## config.mk

```make
export PLATFORM = sky130hd
export DESIGN_NAME = rx_frame_validator
export DESIGN_NICKNAME = d
export VERILOG_FILES = /design/src/rtl/rxv_pkg.sv /design/src/rtl/rxv_sync.sv /design/src/rtl/rxv_os_cnt.sv /design/src/rtl/rxv_assembler.sv /design/src/rtl/rx_frame_validator.sv
export SDC_FILE = /design/constraint.sdc
export NUM_CORES = 1
export LEC_CHECK = 0
export CAP_MARGIN = 30
export CELL_PAD_IN_SITES_DETAIL_PLACEMENT = 1
export CELL_PAD_IN_SITES_GLOBAL_PLACEMENT = 2
export CORE_MARGIN = 1
export CORE_UTILIZATION = 43
export CTS_BUF_LIST = sky130_fd_sc_hd__clkbuf_8
export DETAILED_ROUTE_END_ITERATION = 8
export DONT_BUFFER_PORTS = 1
export PLACE_DENSITY = 0.88
export SLEW_MARGIN = 20
export SYNTH_ARGS = -nofsm -noshare
export SYNTH_HDL_FRONTEND = slang
export SYNTH_SLANG_ARGS = --single-unit
```

## constraint.sdc

```tcl
create_clock -name clk_i -period 2 [get_ports clk_i]
set_input_delay 0.2 -clock clk_i [delete_from_list [all_inputs] [get_ports clk_i]]
set_output_delay 0.2 -clock clk_i [all_outputs]
set_load 0.03 [all_outputs]
```

## src/rtl/rxv_pkg.sv

```systemverilog
package rxv_pkg;
  typedef enum logic [1:0] {ST_IDLE, ST_START, ST_DATA, ST_STOP} rx_state_e;

  function automatic int len_of(input logic [1:0] sel);
    case (sel)
      2'd0:    return 7;
      2'd2:    return 9;
      default: return 8;
    endcase
  endfunction
endpackage

```

## src/rtl/rxv_sync.sv

```systemverilog
module rxv_sync #(
  parameter int STAGES = 2
) (
  input  logic clk_i,
  input  logic rst_ni,
  input  logic rx_i,
  output logic rx_o,
  output logic fall_o
);
  logic [STAGES-1:0] sr_q;
  logic              prev_q;

  always_ff @(posedge clk_i or negedge rst_ni) begin
    if (!rst_ni) begin
      sr_q   <= '1;
      prev_q <= 1'b1;
    end else begin
      sr_q   <= {sr_q[STAGES-2:0], rx_i};
      prev_q <= sr_q[STAGES-1];
    end
  end

  assign rx_o   = sr_q[STAGES-1];
  assign fall_o = prev_q & ~sr_q[STAGES-1];
endmodule

```

## src/rtl/rxv_os_cnt.sv

```systemverilog
module rxv_os_cnt #(
  parameter int OSR = 16
) (
  input  logic clk_i,
  input  logic rst_ni,
  input  logic clr_i,
  input  logic tick_i,
  output logic half_o,
  output logic full_o
);
  localparam int CW = $clog2(OSR);
  localparam logic [CW-1:0] HALF = CW'(OSR/2 - 1);
  localparam logic [CW-1:0] LAST = CW'(OSR - 1);

  logic [CW-1:0] cnt_q;

  always_ff @(posedge clk_i or negedge rst_ni) begin
    if (!rst_ni)     cnt_q <= '0;
    else if (clr_i)  cnt_q <= '0;
    else if (tick_i) cnt_q <= (cnt_q == LAST) ? '0 : cnt_q + 1'b1;
  end

  assign half_o = tick_i && (cnt_q == HALF);
  assign full_o = tick_i && (cnt_q == LAST);
endmodule

```

## src/rtl/rxv_assembler.sv

```systemverilog
module rxv_assembler #(
  parameter int MAX_BITS = 9,
  localparam int IW = $clog2(MAX_BITS + 1)
) (
  input  logic                clk_i,
  input  logic                rst_ni,
  input  logic                load_i,
  input  logic [IW-1:0]       len_i,
  input  logic                shift_i,
  input  logic                bit_i,
  output logic [MAX_BITS-1:0] word_o,
  output logic                last_o
);
  logic [MAX_BITS-1:0] word_q;
  logic [IW-1:0]       idx_q;
  logic [IW-1:0]       len_q;

  always_ff @(posedge clk_i or negedge rst_ni) begin
    if (!rst_ni) begin
      word_q <= '0;
      idx_q  <= '0;
      len_q  <= IW'(MAX_BITS);
    end else if (load_i) begin
      word_q <= '0;
      idx_q  <= '0;
      len_q  <= len_i;
    end else if (shift_i) begin
      for (int i = 0; i < MAX_BITS; i++)
        if (idx_q == IW'(i)) word_q[i] <= bit_i;
      idx_q <= idx_q + 1'b1;
    end
  end

  assign word_o = word_q;
  assign last_o = (idx_q == len_q - 1'b1);


  idx_in_len_chk: assert property (@(posedge clk_i) disable iff (!rst_ni)
    shift_i |-> (idx_q < len_q));
endmodule

```

## src/rtl/rx_frame_validator.sv

```systemverilog
module rx_frame_validator
  import rxv_pkg::*;
#(
  parameter int OSR         = 16,
  parameter int MAX_BITS    = 9,
  parameter int SYNC_STAGES = 2
) (
  input  logic                clk_i,
  input  logic                rst_ni,
  input  logic                rx_i,
  input  logic                rx_en_i,
  input  logic [1:0]          word_len_i,
  input  logic                tick_i,
  input  logic                err_clr_i,
  output logic [MAX_BITS-1:0] data_o,
  output logic                data_valid_o,
  output logic                noise_err_o,
  output logic                frame_err_o
);
  localparam int IW = $clog2(MAX_BITS + 1);

  rx_state_e           state_q, state_d;
  logic                rx_s, rx_fall;
  logic                half_hit, full_hit, cnt_clr;
  logic                asm_load, asm_shift, last_bit;
  logic [MAX_BITS-1:0] word;
  logic                set_noise, set_frame, deliver;

  rxv_sync #(.STAGES(SYNC_STAGES)) u_sync (
    .clk_i (clk_i),
    .rst_ni(rst_ni),
    .rx_i  (rx_i),
    .rx_o  (rx_s),
    .fall_o(rx_fall)
  );

  rxv_os_cnt #(.OSR(OSR)) u_cnt (
    .clk_i (clk_i),
    .rst_ni(rst_ni),
    .clr_i (cnt_clr),
    .tick_i(tick_i),
    .half_o(half_hit),
    .full_o(full_hit)
  );

  rxv_assembler #(.MAX_BITS(MAX_BITS)) u_asm (
    .clk_i  (clk_i),
    .rst_ni (rst_ni),
    .load_i (asm_load),
    .len_i  (IW'(len_of(word_len_i))),
    .shift_i(asm_shift),
    .bit_i  (rx_s),
    .word_o (word),
    .last_o (last_bit)
  );

  always_comb begin
    state_d   = state_q;
    asm_load  = 1'b0;
    asm_shift = 1'b0;
    set_noise = 1'b0;
    set_frame = 1'b0;
    deliver   = 1'b0;
    if (!rx_en_i) begin
      state_d = ST_IDLE;
    end else begin
      case (state_q)
        ST_IDLE:  if (rx_fall) state_d = ST_START;
        ST_START: if (half_hit) begin
          if (rx_s) begin
            set_noise = 1'b1;
            state_d   = ST_IDLE;
          end else begin
            asm_load = 1'b1;
            state_d  = ST_DATA;
          end
        end
        ST_DATA:  if (full_hit) begin
          asm_shift = 1'b1;
          if (last_bit) state_d = ST_STOP;
        end
        ST_STOP:  if (full_hit) begin
          deliver   = 1'b1;
          set_frame = ~rx_s;
          state_d   = ST_IDLE;
        end
        default:  state_d = ST_IDLE;
      endcase
    end
  end

  // counter restarts at the edge and again at the confirmed mid-start point
  assign cnt_clr = !rx_en_i || (state_q == ST_IDLE) || (state_q == ST_START && half_hit);

  always_ff @(posedge clk_i or negedge rst_ni) begin
    if (!rst_ni) begin
      state_q      <= ST_IDLE;
      data_o       <= '0;
      data_valid_o <= 1'b0;
      noise_err_o  <= 1'b0;
      frame_err_o  <= 1'b0;
    end else begin
      state_q      <= state_d;
      data_valid_o <= deliver;
      if (deliver) data_o <= word;
      if (set_noise)      noise_err_o <= 1'b1;
      else if (err_clr_i) noise_err_o <= 1'b0;
      if (set_frame)      frame_err_o <= 1'b1;
      else if (err_clr_i) frame_err_o <= 1'b0;
    end
  end


  valid_pulse_chk: assert property (@(posedge clk_i) disable iff (!rst_ni)
    data_valid_o |=> !data_valid_o);

  noise_sticky_chk: assert property (@(posedge clk_i) disable iff (!rst_ni)
    (noise_err_o && !err_clr_i) |=> noise_err_o);

  frame_sticky_chk: assert property (@(posedge clk_i) disable iff (!rst_ni)
    (frame_err_o && !err_clr_i) |=> frame_err_o);

  noise_src_chk: assert property (@(posedge clk_i) disable iff (!rst_ni)
    $rose(noise_err_o) |-> ($past(state_q) == ST_START));

  frame_with_word_chk: assert property (@(posedge clk_i) disable iff (!rst_ni)
    $rose(frame_err_o) |-> data_valid_o);

  disable_idle_chk: assert property (@(posedge clk_i) disable iff (!rst_ni)
    !rx_en_i |=> (state_q == ST_IDLE));
endmodule

```

==> out/metrics.cfg <==
[floorplanning]
core_um2 = 4414
fp.dieH_um = 70.17
die_w_um = 70.17
start_util = 0.4527
num_io_pins = 20
die_area_um2 = 4924
rows = 24

[clocking]
path_clk_slew_ns = 0.07
cts_root_buf = clkbuf_8
numCtsBuffers = 5
clockBufferDepth = 2
h-tree-depth = 2
cts.sinks = 37
cts_tree = built
clock_latency_ns = 0.28

[pwr]
intPower_mw = 1.177
p_seq_frac = 0.523
switching_power_uw = 287.6
power_density_nw_per_um2 = 673.0
switching_share = 0.1964
leakage_nw = 1.032
ir_drop_v = 0.0003275
combPwrFrac = 0.031
pwr-share-clk = 0.446

[global_route]
grt_usage = 0.1826
antenna_found_initial = 0
grt_pass1_wl_um = 7065
first_global_vias = 1420
grt_start_max_net_pins = 38
grt.overflow.total = 0

[setup_path]
arrival_ns = 1.98
crit_fanout = 10
crit_path_end_kind = flop
crit_type = reg2reg
setup.worst_path.start_class = flop
cp_data_required_time_ns = 2.21

[final_layout]
diodes = 0
n_fill_cell = 486
layout-drive-gt1-share = 0.1934
synthToLayoutAreaGrowth_pct = 8.892
finalInstanceArea_um2 = 2176
nNetsFinal = 195
final_cells = 233

[logic_synthesis]
yosys-top-cells-count = dfrtp_1, inv_1, o31ai_1, nand4_1
synthArstFlopShare = 1.000
seq_area_frac_synth = 0.4665
synth_ff_type = dfrtp_1
yosysMostFrequentCell = dfrtp_1
yosys-top-cells-area = dfrtp_1, dfstp_2, mux2_4, ha_1, o31ai_1
synth.top_cell.area_share = 0.4008
synth-edff-count = 0
syn-cell-area_um2 = 1998
syn_inst = 178
ys_ff_latch = 37
yosys_warnings = 0
yosys.cell_types.count = 41
synth_nets = 193
yosysTopAreaCell = dfrtp_1
avgSynthCellArea_um2 = 11.23

[route]
drtIter0Drc = 76
num_vias = 1344
drtPass1Iterations = 4
viasPerCell = 5.768
wl_um = 3978
drc = 0
wl_per_cell_um = 17.07
drtAntennaViolNets = 0

[timing]
period_share = 0.8842
slew_headroom = 0.7227
fin_setup_tns_ns = 0
slew_violations = 0
fin_skew_ns = 0.004432
fmax_mhz = 565.5
grt_setup_unrepaired = no
layout_setup_ws_ns = 0.2317
finalHoldViolations = 0
setup_violations = 0
period_needed_ns = 1.768
worst_slew_pin_slew_ns = 0.4159

[placement]
gp_congestion = 0.7811
portBuffers = 0
place_ws_ns = 0.1677
dp.cells = 220
dp_hpwl_um = 2879
placed_cell_area_um2 = 1997

[job]
cap_violations = 0

[outcome]
status = complete, no violations

[min_path]
hp-class = in2reg

final timing paths:
kind | endpoint | start | slack (ns) | cells after the start
worst min-delay path | noise_err_o | err_clr_i | 0.01 | 1
worst max-delay path | u_asm.len_q[3] | u_cnt.cnt_q[0] | 0.23 | 5
min in group asynchronous | noise_err_o | rst_ni | 0.38 | 2
max in group asynchronous | u_asm.len_q[0] | rst_ni | 1.37 | 2
worst min register to register | u_sync.sr_q[1] | u_sync.sr_q[0] | 0.36 | 0
worst max register to register | u_asm.len_q[3] | u_cnt.cnt_q[0] | 0.23 | 5
layout by cell type (no fill, tap or decap), types with 4 or more instances in the layout:
cell,Yosys,layout
mux2i_1,6,6
o21ai_0,4,4
mux2_4,8,8
nand3_1,6,6
a21oi_1,8,8
clkbuf_8,0,6
dfrtp_1,32,32
nor2_1,4,4
nor2b_1,6,6
dlygate4sd3_1,0,4
o31ai_1,10,10
ha_1,7,6
inv_1,17,18
nand4_1,9,9
xor2_1,5,5
and3_1,6,6
buf_4,2,4
dfstp_2,5,5
state kept, by name (all words and copies together) (netlist names):
register / count
data_valid_o: 1
u_cnt.cnt_q: 4
u_asm.idx_q: 4
u_sync.prev_q: 1
data_o: 9
state_q: 2
frame_err_o: 1
u_asm.word_o: 9
u_asm.len_q: 3
u_sync.sr_q: 2
noise_err_o: 1
cell type report:
class                      instances  area [µm²]  share of cell area
clock buffer                       6       82.58             0.03795
clock inverter                     2       33.78             0.01553
inverter                          17       63.81             0.02933
multi-input combinational        110       908.4              0.4175
sequential                        37       932.1              0.4284
tap                               52       65.06             0.02990
timing repair buffer               9       90.09             0.04140
cells by family after synthesis:
family | count (synthesis) | share of synthesized area
AO/OA/AOI/OAI | 27 | 0.08955
XOR/XNOR | 7 | 0.03068
adder cells (fa/ha/maj) | 7 | 0.04383
buffers and inverters | 31 | 0.08014
flip-flops | 37 | 0.4665
multiplexers | 16 | 0.1014
AND/OR/NAND/NOR | 53 | 0.1879
layer usage:
layer | global-route usage | wire length [µm] | up-vias
met5 | 0 | 0 | -
met4 | 0.04667 | 41 | 0
met3 | 0.04906 | 108 | 4
met2 | 0.3098 | 2031 | 19
met1 | 0.2302 | 1796 | 686
li1 | - | - | 635
power by group through the flow:
stage,clock [mW],sequential (mW),combinational (mW)
final,0.653,0.766,0.0452
after global routing,0.703,0.767,0.0512
after CTS,0.672,0.766,0.0450
after detailed placement,0,0.780,0.0203
after global placement,0,0.780,0.0189
after floorplan,0,0.772,0.0285
through the flow:
stage	total power, mW	hold slack (ns)	utilization
2_1_floorplan	0.8008	-0.09559	-
3_3_place_gp	0.7987	-0.09474	0.4524
3_5_place_dp	0.8007	-0.09490	0.4524
4_1_cts	1.483	0.003478	0.4901
5_1_grt	1.521	0.005468	0.4929
6_report	1.464	0.01273	0.4929
worst max-delay path, cell delays in order (launching register included):
cell and delay (ns):
dfrtp_1 0.41, ha_2 0.31, nand4_2 0.15, nor3_4 0.37, buf_4 0.25, mux2i_1 0.21
what timing repair did:
item,CTS,global route
gates resized for setup,0,1
hold buffers,4,1
hold endpoints to repair,39,1
endpoints found under the setup margin,0,1
setup buffers,0,0
(Power assumes the default switching activity.)
